`config.mk`:
```
export PLATFORM = sky130hd
export DESIGN_NAME = pwm_event_gen
export DESIGN_NICKNAME = d
export VERILOG_FILES = /design/src/rtl/pwm_evt_pkg.sv /design/src/rtl/pwm_regs.sv /design/src/rtl/pwm_prescale.sv /design/src/rtl/pwm_downcnt.sv /design/src/rtl/pwm_outgen.sv /design/src/rtl/pwm_event_gen.sv
export SDC_FILE = /design/constraint.sdc
export NUM_CORES = 1
export LEC_CHECK = 0
export BUFFER_PORTS_ARGS = -buffer_cell sky130_fd_sc_hd__buf_2
export CORE_ASPECT_RATIO = 0.6
export CORE_MARGIN = 4
export CORE_UTILIZATION = 45
export CTS_CLUSTER_SIZE = 20
export DETAILED_ROUTE_END_ITERATION = 10
export GPL_ROUTABILITY_DRIVEN = 0
export PLACE_DENSITY = 0.65
export SLEW_MARGIN = 20
export SYNTH_ARGS = -nofsm -noshare
export SYNTH_HDL_FRONTEND = slang
export SYNTH_HIERARCHICAL = 1
export SYNTH_SLANG_ARGS = --single-unit
```
`constraint.sdc`:
```
create_clock -name clk -period 4.65 [get_ports clk]
set_input_delay 0.93 -clock clk [delete_from_list [all_inputs] [get_ports clk]]
set_output_delay 0.93 -clock clk [all_outputs]
set_load 0.02 [all_outputs]
```
`src/rtl/pwm_evt_pkg.sv`:
```
package pwm_evt_pkg;

  // Action codes carried in each 2-bit field of an action word
  typedef enum logic [1:0] {
    ACT_NONE   = 2'd0,
    ACT_TOGGLE = 2'd1,
    ACT_LOW    = 2'd2,
    ACT_HIGH   = 2'd3
  } act_e;

  // Counter events of one tick
  typedef struct packed {
    logic at_zero;
    logic at_load;
    logic cmpa;
    logic cmpb;
  } evt_t;

  // Action fields that are live in count-down mode
  typedef struct packed {
    act_e cmpa_dn;
    act_e cmpb_dn;
    act_e at_load;
    act_e at_zero;
  } act_live_t;

  localparam int ACT_W      = 12;
  localparam int CC_USE_BIT = 8;

  // Word indices (byte address / 4)
  localparam int WI_CTRL = 0;
  localparam int WI_LOAD = 4;
  localparam int WI_CNT  = 5;
  localparam int WI_CMPA = 6;
  localparam int WI_CMPB = 7;
  localparam int WI_ACT0 = 8;
  localparam int WI_CLK  = 10;
  localparam int WI_OE   = 11;

  // Ranked resolution: later checks override earlier ones
  function automatic act_e pick_action(act_live_t l, evt_t e);
    act_e r;
    r = ACT_NONE;
    if (e.at_zero && l.at_zero != ACT_NONE) r = l.at_zero;
    if (e.at_load && l.at_load != ACT_NONE) r = l.at_load;
    if (e.cmpb    && l.cmpb_dn != ACT_NONE) r = l.cmpb_dn;
    if (e.cmpa    && l.cmpa_dn != ACT_NONE) r = l.cmpa_dn;
    return r;
  endfunction

  function automatic logic apply_action(act_e a, logic cur);
    logic n;
    case (a)
      ACT_TOGGLE: n = ~cur;
      ACT_LOW:    n = 1'b0;
      ACT_HIGH:   n = 1'b1;
      default:    n = cur;
    endcase
    return n;
  endfunction

endpackage

```
`src/rtl/pwm_regs.sv`:
```
module pwm_regs
  import pwm_evt_pkg::*;
#(
  parameter int CNT_W   = 16,
  parameter int ADDR_W  = 6,
  parameter int DIV_W   = 3,
  parameter int NUM_OUT = 2
) (
  input  logic                     clk,
  input  logic                     rst,
  input  logic                     we,
  input  logic [ADDR_W-1:0]        addr,
  input  logic [CNT_W-1:0]         wdata,
  output logic [CNT_W-1:0]         rdata,
  input  logic [CNT_W-1:0]         cnt_i,
  output logic                     en_o,
  output logic                     start_o,
  output logic [CNT_W-1:0]         load_o,
  output logic [CNT_W-1:0]         cmpa_o,
  output logic [CNT_W-1:0]         cmpb_o,
  output act_live_t [NUM_OUT-1:0]  live_o,
  output logic                     use_o,
  output logic [DIV_W-1:0]         div_o,
  output logic [NUM_OUT-1:0]       oe_o
);

  localparam int WIDX_W = ADDR_W - 2;

  logic                            hit;
  logic [WIDX_W-1:0]               widx;
  logic                            en_q;
  logic [CNT_W-1:0]                load_q, cmpa_q, cmpb_q;
  logic [NUM_OUT-1:0][ACT_W-1:0]   act_q;
  logic                            use_q;
  logic [DIV_W-1:0]                div_q;
  logic [NUM_OUT-1:0]              oe_q;
  logic [CNT_W-1:0]                rd_next;

  assign hit  = (addr[1:0] == 2'b00);
  assign widx = addr[ADDR_W-1:2];

  always_ff @(posedge clk) begin
    if (rst) begin
      en_q   <= 1'b0;
      load_q <= '0;
      cmpa_q <= '0;
      cmpb_q <= '0;
      act_q  <= '0;
      use_q  <= 1'b0;
      div_q  <= '0;
      oe_q   <= '0;
    end else if (we && hit) begin
      case (widx)
        WIDX_W'(WI_CTRL): en_q   <= wdata[0];
        WIDX_W'(WI_LOAD): load_q <= wdata;
        WIDX_W'(WI_CMPA): cmpa_q <= wdata;
        WIDX_W'(WI_CMPB): cmpb_q <= wdata;
        WIDX_W'(WI_CLK): begin
          use_q <= wdata[CC_USE_BIT];
          div_q <= wdata[DIV_W-1:0];
        end
        WIDX_W'(WI_OE):   oe_q   <= wdata[NUM_OUT-1:0];
        default: ;
      endcase
      for (int i = 0; i < NUM_OUT; i++) begin
        if (widx == WIDX_W'(WI_ACT0 + i)) act_q[i] <= wdata[ACT_W-1:0];
      end
    end
  end

  // Run bit rising by a write: counter restarts from the period value
  assign start_o = we && hit && (widx == WIDX_W'(WI_CTRL)) && wdata[0] && !en_q;

  always_comb begin
    rd_next = '0;
    if (hit) begin
      case (widx)
        WIDX_W'(WI_CTRL): rd_next[0] = en_q;
        WIDX_W'(WI_LOAD): rd_next = load_q;
        WIDX_W'(WI_CNT):  rd_next = cnt_i;
        WIDX_W'(WI_CMPA): rd_next = cmpa_q;
        WIDX_W'(WI_CMPB): rd_next = cmpb_q;
        WIDX_W'(WI_CLK): begin
          rd_next[CC_USE_BIT]  = use_q;
          rd_next[DIV_W-1:0]   = div_q;
        end
        WIDX_W'(WI_OE):   rd_next[NUM_OUT-1:0] = oe_q;
        default: ;
      endcase
      for (int i = 0; i < NUM_OUT; i++) begin
        if (widx == WIDX_W'(WI_ACT0 + i)) rd_next[ACT_W-1:0] = act_q[i];
      end
    end
  end

  always_ff @(posedge clk) begin
    if (rst) rdata <= '0;
    else     rdata <= rd_next;
  end

  genvar g;
  generate
    for (g = 0; g < NUM_OUT; g++) begin : g_live
      assign live_o[g].at_zero = act_e'(act_q[g][1:0]);
      assign live_o[g].at_load = act_e'(act_q[g][3:2]);
      assign live_o[g].cmpa_dn = act_e'(act_q[g][7:6]);
      assign live_o[g].cmpb_dn = act_e'(act_q[g][11:10]);
    end
  endgenerate

  assign en_o   = en_q;
  assign load_o = load_q;
  assign cmpa_o = cmpa_q;
  assign cmpb_o = cmpb_q;
  assign use_o  = use_q;
  assign div_o  = div_q;
  assign oe_o   = oe_q;

  // a write to the counter address leaves the period register alone
  assert_cnt_wr_ignored_R10: assert property (@(posedge clk) disable iff (rst)
    (we && hit && widx == WIDX_W'(WI_CNT)) |=> (load_q == $past(load_q)));

endmodule

```
`src/rtl/pwm_prescale.sv`:
```
module pwm_prescale #(
  parameter int DIV_W    = 3,
  parameter int LOG2_MAX = 6
) (
  input  logic             clk,
  input  logic             rst,
  input  logic             use_i,
  input  logic [DIV_W-1:0] code_i,
  output logic             tick_o
);

  localparam int MW = LOG2_MAX + 1;

  logic [LOG2_MAX-1:0] pcnt;
  logic [MW-1:0]       mask_w;
  logic [LOG2_MAX-1:0] mask;
  int                  k;

  always_ff @(posedge clk) begin
    if (rst) pcnt <= '0;
    else     pcnt <= pcnt + LOG2_MAX'(1);
  end

  // Power-of-two divide: tick when all selected low bits are ones
  always_comb begin
    if (int'(code_i) >= LOG2_MAX - 1) k = LOG2_MAX;
    else                              k = int'(code_i) + 1;
    mask_w = (MW'(1) << k) - MW'(1);
    mask   = mask_w[LOG2_MAX-1:0];
  end

  assign tick_o = !use_i || ((pcnt & mask) == mask);

  // with the divider in use, ticks are never on consecutive clocks
  assert_no_back_to_back_R7: assert property (@(posedge clk) disable iff (rst)
    (use_i && tick_o) |=> (!use_i || !tick_o));

endmodule

```
`src/rtl/pwm_downcnt.sv`:
```
module pwm_downcnt
  import pwm_evt_pkg::*;
#(
  parameter int CNT_W = 16
) (
  input  logic             clk,
  input  logic             rst,
  input  logic             en_i,
  input  logic             start_i,
  input  logic             tick_i,
  input  logic [CNT_W-1:0] load_i,
  input  logic [CNT_W-1:0] cmpa_i,
  input  logic [CNT_W-1:0] cmpb_i,
  output logic [CNT_W-1:0] cnt_o,
  output evt_t             evt_o
);

  logic [CNT_W-1:0] cnt_q;
  logic             active;

  assign active = en_i && tick_i;

  always_ff @(posedge clk) begin
    if (rst)              cnt_q <= '0;
    else if (start_i)     cnt_q <= load_i;
    else if (active) begin
      if (cnt_q == '0)    cnt_q <= load_i;
      else                cnt_q <= cnt_q - CNT_W'(1);
    end
  end

  always_comb begin
    evt_o.at_zero = active && (cnt_q == '0);
    evt_o.at_load = active && (cnt_q == load_i);
    evt_o.cmpa    = active && (cmpa_i <= load_i) && (cnt_q == cmpa_i);
    evt_o.cmpb    = active && (cmpb_i <= load_i) && (cnt_q == cmpb_i);
  end

  assign cnt_o = cnt_q;

  assert_reload_R2: assert property (@(posedge clk) disable iff (rst)
    (en_i && tick_i && !start_i && cnt_q == '0) |=> (cnt_q == $past(load_i)));

  assert_step_R2: assert property (@(posedge clk) disable iff (rst)
    (en_i && tick_i && !start_i && cnt_q != '0) |=> (cnt_q == $past(cnt_q) - CNT_W'(1)));

  assert_freeze_R8: assert property (@(posedge clk) disable iff (rst)
    (!en_i && !start_i) |=> $stable(cnt_q));

  assert_restart_R8: assert property (@(posedge clk) disable iff (rst)
    start_i |=> (cnt_q == $past(load_i)));

  assert_cmp_bound_R6: assert property (@(posedge clk) disable iff (rst)
    (evt_o.cmpa || evt_o.cmpb) |-> (cnt_q <= load_i));

endmodule

```
`src/rtl/pwm_outgen.sv`:
```
module pwm_outgen
  import pwm_evt_pkg::*;
(
  input  logic      clk,
  input  logic      rst,
  input  evt_t      evt_i,
  input  act_live_t live_i,
  output logic      level_o
);

  act_e sel;
  logic lvl_q;

  assign sel = pick_action(live_i, evt_i);

  always_ff @(posedge clk) begin
    if (rst)                  lvl_q <= 1'b0;
    else if (sel != ACT_NONE) lvl_q <= apply_action(sel, lvl_q);
  end

  assign level_o = lvl_q;

  // with no event (frozen or between events) the level holds
  assert_idle_hold_R8: assert property (@(posedge clk) disable iff (rst)
    (evt_i == '0) |=> $stable(lvl_q));

  // a compare-A action, when non-zero, decides the level
  assert_cmpa_wins_R5: assert property (@(posedge clk) disable iff (rst)
    (evt_i.cmpa && live_i.cmpa_dn == ACT_HIGH) |=> lvl_q);

endmodule

```
`src/rtl/pwm_event_gen.sv`:
```
module pwm_event_gen
  import pwm_evt_pkg::*;
#(
  parameter int CNT_W    = 16,
  parameter int ADDR_W   = 6,
  parameter int DIV_W    = 3,
  parameter int LOG2_MAX = 6
) (
  input  logic              clk,
  input  logic              rst,
  input  logic              bus_we,
  input  logic [ADDR_W-1:0] bus_addr,
  input  logic [CNT_W-1:0]  bus_wdata,
  output logic [CNT_W-1:0]  bus_rdata,
  output logic              pwm_a,
  output logic              pwm_b
);

  localparam int NUM_OUT = 2;

  logic                      en, start, use_div, tick;
  logic [DIV_W-1:0]          div_code;
  logic [CNT_W-1:0]          load_v, cmpa_v, cmpb_v, cnt_v;
  act_live_t [NUM_OUT-1:0]   live;
  logic [NUM_OUT-1:0]        oe, lvl, pin_q;
  evt_t                      evt;

  pwm_regs #(
    .CNT_W(CNT_W), .ADDR_W(ADDR_W), .DIV_W(DIV_W), .NUM_OUT(NUM_OUT)
  ) u_regs (
    .clk(clk), .rst(rst), .we(bus_we), .addr(bus_addr), .wdata(bus_wdata),
    .rdata(bus_rdata), .cnt_i(cnt_v), .en_o(en), .start_o(start),
    .load_o(load_v), .cmpa_o(cmpa_v), .cmpb_o(cmpb_v), .live_o(live),
    .use_o(use_div), .div_o(div_code), .oe_o(oe)
  );

  pwm_prescale #(.DIV_W(DIV_W), .LOG2_MAX(LOG2_MAX)) u_pre (
    .clk(clk), .rst(rst), .use_i(use_div), .code_i(div_code), .tick_o(tick)
  );

  pwm_downcnt #(.CNT_W(CNT_W)) u_cnt (
    .clk(clk), .rst(rst), .en_i(en), .start_i(start), .tick_i(tick),
    .load_i(load_v), .cmpa_i(cmpa_v), .cmpb_i(cmpb_v),
    .cnt_o(cnt_v), .evt_o(evt)
  );

  genvar g;
  generate
    for (g = 0; g < NUM_OUT; g++) begin : g_out
      pwm_outgen u_gen (
        .clk(clk), .rst(rst), .evt_i(evt), .live_i(live[g]), .level_o(lvl[g])
      );

      always_ff @(posedge clk) begin
        if (rst) pin_q[g] <= 1'b0;
        else     pin_q[g] <= lvl[g] & oe[g];
      end

      assert_gate_low_R9: assert property (@(posedge clk) disable iff (rst)
        !oe[g] |=> !pin_q[g]);
    end
  endgenerate

  assign pwm_a = pin_q[0];
  assign pwm_b = pin_q[1];

endmodule

```
-- Word-level counts from Yosys, hierarchy flattened
Cells that the tools add are included.
- add/subtract/negate cells: 4
- $mul: 0
- divide/modulo/power cells: 0
- $lt $le $gt $ge: 3
- equal/unequal tests: 18
- shifts and indexed selects: 1
- muxes and demuxes: 22
- bitwise operators: 6
- reductions and logical operators: 49
- operators by type and width (cell ; count):
    == test 16 bit ; 3
    2-to-1 mux 16 bit ; 3
    less-or-equal comparator 16 bit ; 2
    2-to-1 mux 32 bit ; 1
    << shifter 1 x 32 -> 6 bit, first input constant ; 1
    one-hot mux 7 bit (4 select lines) ; 1
    2-to-1 mux 12 bit ; 2
    nonzero test 2 bit ; 11
    one-hot mux 5 bit (4 select lines) ; 1
    AND reduction 2 bit ; 10
    logical AND 1 bit ; 19
    == test 4 x 3 -> 1 bit, second input constant ; 4
    == test 4 bit, second input constant ; 4
    logical NOT 16 bit ; 1
    2-to-1 mux 2 bit ; 8
    subtractor 16 x 1 -> 16 bit, second input constant ; 1
    one-hot mux 1 bit (5 select lines) ; 2
    == test 2 bit, second input constant ; 4
    one-hot mux 1 bit (7 select lines) ; 1
    adder 6 x 1 -> 6 bit, second input constant ; 1
    AND 6 bit ; 1
    == test 6 bit ; 1
    one-hot mux 1 bit (3 select lines) ; 2
    one-hot mux 1 bit (6 select lines) ; 1
    12 further kinds ; 18
- flip-flop bits (word level): 121
- bits in latches: 0
- bits in writable memories: 0
- memory bits (read-only): 0
- input bits: 25
- memories kept: 0

-- Logic depth before layout (Yosys ltp)
- word-level depth: 17
- depth in mapped cells: 18
- gate-level depth less buffers: 18

-- By module
The synthesis kept the hierarchy.
- by module, submodules not included (module ; times used ; cells each ; area an instance (um^2) ; seq. area each (um^2)):
    pwm_regs ; 1 ; 484 ; 4122.7 ; 1901.8
    pwm_downcnt ; 1 ; 321 ; 2363.5 ; 320.3
    pwm_prescale ; 1 ; 58 ; 520.5 ; 120.1
    pwm_outgen ; 2 ; 17 ; 117.6 ; 20.0
    pwm_event_gen ; 1 ; 4 ; 57.6 ; 40.0

-- Worst setup path before layout
Ideal clock, no wire load.
- path kind: register -> register
- from: register u_regs.div_q[0] (netlist: u_regs/div_o[0])
- to: register g_out[0].u_gen.lvl_q
- setup time: 0.115 ns
- arrival: 3.761 ns
- data required time: 4.535 ns
- path slack: 0.775 ns
- stages on the path, launching flop included: 15
- cell sequence: dfxtp_1 ha_1 buf_4 nor3b_2 nand2_1 ha_1 xnor2_1 o221ai_1 a211oi_2 nand2_1 a2111oi_0 o21ai_0 a311oi_2 xnor2_1 nor2_1
- RTL lines (element ; RTL line ; text):
    start: declaration ; pwm_regs.sv:35 ; logic [DIV_W-1:0] div_q;
    start signal: assignment ; pwm_regs.sv:60 ; div_q <= wdata[DIV_W-1:0];
    end signal: assignment ; pwm_outgen.sv:18 ; else if (sel != ACT_NONE) lvl_q <= apply_action(sel, lvl_q);
    end: declaration ; pwm_outgen.sv:12 ; logic lvl_q;

==> flow_metrics.tcl <==
set metrics [dict create \
    vias 6790 \
    dp_cells 1075 \
    grt_pass1_wl_mm 35.1 \
    synthTopCellsByArea "dfxtp_1 33%, nand2_1 8.4%, ha_1 6.5%, xor2_1 5.9%, a21oi_1 5.2%" \
    power_frac_comb_pct 4.7 \
    drcViolationCount 0 \
    synth_top_family_by_area "simple AND/OR/NAND/NOR gates" \
    fmax_mhz 250 \
    drv_slew 0 \
    cts_max_level 4 \
    first_pass_iters 5 \
    p_int_uw 1990 \
    clockRootBuffer "clkbuf_16" \
    vias_per_cell 6.13 \
    netlist.area_leader.share_pct 33.2 \
    drive_gt1_share_pct 12.6 \
    outcome "completed" \
    synthesis.area_um2 7300 \
    synth_compound_area_share_pct 17.6 \
    worstSetupEndpointType "flop" \
    overflow 0 \
    cp.required_ns 4.91 \
    seqPwrFrac_pct 40.0 \
    maxCapViolCount 0 \
    synth-seq-area-share_pct 33.2 \
    first_iter_violations 866 \
    powerDensity_nw_per_um2 327 \
    gr-usage-met2_pct 31.6 \
    power.share.clock_pct 55.3 \
    grt.met1_usage_pct 40.1 \
    fin_crit_ns 4.01 \
    dieArea_um2 18400 \
    rsz0062_at_grt "false" \
    yosysMostFrequentCell "nand2_1" \
    synthMuxAreaShare_pct 7.28 \
    grt_busiest_layer "met1" \
    cts_sinks 121 \
    io_buffers 42 \
    clk_path_buf_depth 2 \
    worst_slew_pin_slew_ns 0.952 \
    synth_xor_area_share_pct 6.60 \
    synth_fp_nets 964 \
    start_util_pct 46.7 \
    grt_max_degree 75 \
    die_x_um 172 \
    hpwl_mm 16.0 \
    start_kind "flop" \
    synth_top_area_cell "dfxtp_1" \
    ant_nets 0 \
    post_cts_resized 0 \
    fin_cells 1108 \
    async_reset_ff_share_pct 0 \
    holdBufCountCts 0 \
    cts.clk_slew.worst_paths_ns 0.06 \
    hp-class "flop to flop" \
    crit_fanout 14 \
    rows 35 \
    finalHoldViolCount 0 \
    synthSimpleGateAreaFrac_pct 21.4 \
    fin_crit_sh_pct 86.1 \
    yosys_most_used_dff "dfxtp_1" \
    grtUsageTotal_pct 24.7 \
    postSynthCellCount 901 \
    total_leakage_power_uw 0.00346 \
    crit_type "flop to flop" \
    nNetsFinal 954 \
    core_area_um2 15600 \
    worst_ep_arrival_time_ns 4.26 \
    nFillCells 1498 \
    p_sw_share_pct 24.1 \
    finalSetupTns_ns 0 \
    slew_headroom_pct 36.4 \
    synth_seq_cells 121 \
    cts_tree "yes" \
    yosys.area_share.adder_pct 6.51 \
    synth_edf_count 0 \
    dieHeight_um 107 \
    clock_latency_ns 0.41 \
    post_drt_wl_per_cell_um 20.5 \
    avgSynthCellArea_um2 8.10 \
    synth_commonest_cells "164 x nand2_1, 121 x dfxtp_1, 76 x a21oi_1" \
    fin_skew_ns 0.00796 \
    wl_mm 22.7 \
    peakVddDrop_mv 0.224 \
    area_growth_pct 9.92 \
    ys.warnings.count 6 \
    netSwitchingPower_uw 633 \
    pin_count 43 \
    grt_use_met3_pct 6.08 \
    post_cts_buffers 0 \
    setup_viol 0 \
    antenna_found_initial 0 \
    grt_pass1_vias 6175 \
    yosysUniqueCellTypes 71 \
    cts_buffers 17 \
]
-- area by class of cell --
class	count	area, µm²	share of cell area (%)
flip-flops and latches	121	2420	30.2
well taps	203	254	3.17
clock buffers	17	425	5.30
clock inverters	15	213	2.65
multi-input cells	676	4340	54.0
inverters	24	90.1	1.12
diodes	1	2.50	0.0312
repair buffers	51	280	3.49
-- cells by family (layout without fill, tap and decap cells) --
kind of cell,Yosys count,after routing
AOI/OAI and AO/OA,197,197
xor gates and xnor gates,55,55
adders and majority gates,38,38
buffers and inverters,104,107
DFF,121,121
muxes,48,48
other,0,1
and+or+nand+nor,338,338
-- state kept, by name (all words and copies together) (netlist names) --
signal and cells:
g_out.u_gen/level_o 2, pwm_a 1, pwm_b 1, u_cnt/cnt_o 16, u_pre/pcnt 6, u_regs/act_q 8, u_regs/cmpa_o 16, u_regs/cmpb_o 16
u_regs/div_o 3, u_regs/en_o 1, u_regs/live_o 16, u_regs/load_o 16, u_regs/oe_o 2, u_regs/rdata 16, u_regs/use_o 1
-- stage by stage --
step                setup slack (ns)  total power [µW]  cell area [µm²]  util, %  hold slack [ns]
floorplan                      0.775              1150             7300        -            0.430
global placement               0.696              1190             7380     47.2            0.462
detailed placement             0.526              1190             7380     47.2            0.466
CTS                            0.451              2620             8020     51.3            0.480
global route                   0.167              2690             8020     51.3            0.497
finish                         0.644              2620             8020     51.3            0.473
-- metal layers --
layer | up-vias | routed length [µm]
met5 | - | 0
li1 | 3139 | -
met3 | 45 | 2670
met4 | 0 | 403
met2 | 427 | 8570
met1 | 3179 | 11100
-- placed cells by master (no fill, tap or decap), types with 3 or more instances in the layout --
cell type	synthesis	routed
a22oi_1	12	12
buf_4	28	10
a211oi_1	5	5
a22o_1	4	4
and3_1	4	4
bufinv_16	0	4
nor3b_1	4	4
nor4_1	14	14
dfxtp_1	121	121
mux2i_1	34	34
a21oi_1	76	76
nor3_1	21	20
inv_1	24	24
buf_2	16	41
nand4_1	11	11
nor2_1	69	69
mux2_2	11	11
ha_1	38	38
nand3_1	16	16
a31oi_1	8	8
nand2b_1	4	4
clkinvlp_4	0	3
nand2_1	164	164
nor2b_1	9	9
a41oi_1	8	8
o21ai_0	43	43
o41ai_1	4	4
a32oi_1	4	4
xnor2_1	6	6
xor2_1	49	49
mux4_2	3	3
clkbuf_16	0	17
inv_6	0	7
o211ai_1	4	4
-- critical path, stage by stage (launching register included) --
cell and delay (ns):
dfxtp_1 0.57, ha_1 0.48, nand3_1 0.12, o21ai_0 0.11, nand3b_1 0.11, ha_1 0.27, xnor2_1 0.18, o221ai_1 0.15
a211oi_2 0.27, nand2_1 0.23, nor3_2 0.47, nand2_1 0.11, a32o_1 0.29, a311oi_2 0.29, xnor2_1 0.15, nor2_1 0.07
-- worst paths after layout --
check,cells past startpoint,slack (ns),from,to
worst max-delay path,15,0.64,u_regs/div_o[0]$_SDFFE_PP0P_,g_out[0].u_gen/level_o$_SDFFE_PP0P_
worst min-delay path,1,0.47,u_pre/pcnt[0]$_SDFF_PP0_,u_pre/pcnt[0]$_SDFF_PP0_
worst max register to register,15,0.64,u_regs/div_o[0]$_SDFFE_PP0P_,g_out[0].u_gen/level_o$_SDFFE_PP0P_
worst min register to register,1,0.47,u_pre/pcnt[0]$_SDFF_PP0_,u_pre/pcnt[0]$_SDFF_PP0_
-- power groups by stage --
stage                     combinational [µW]  clock [µW]  sequential (µW)
after global routing                     131        1510             1050
after global placement                   118           0             1070
after detailed placement                 118           0             1070
after floorplan                         75.1           0             1070
after CTS                                119        1460             1050
final                                    123        1450             1050
Note: power is estimated with default switching activity, not from simulation.
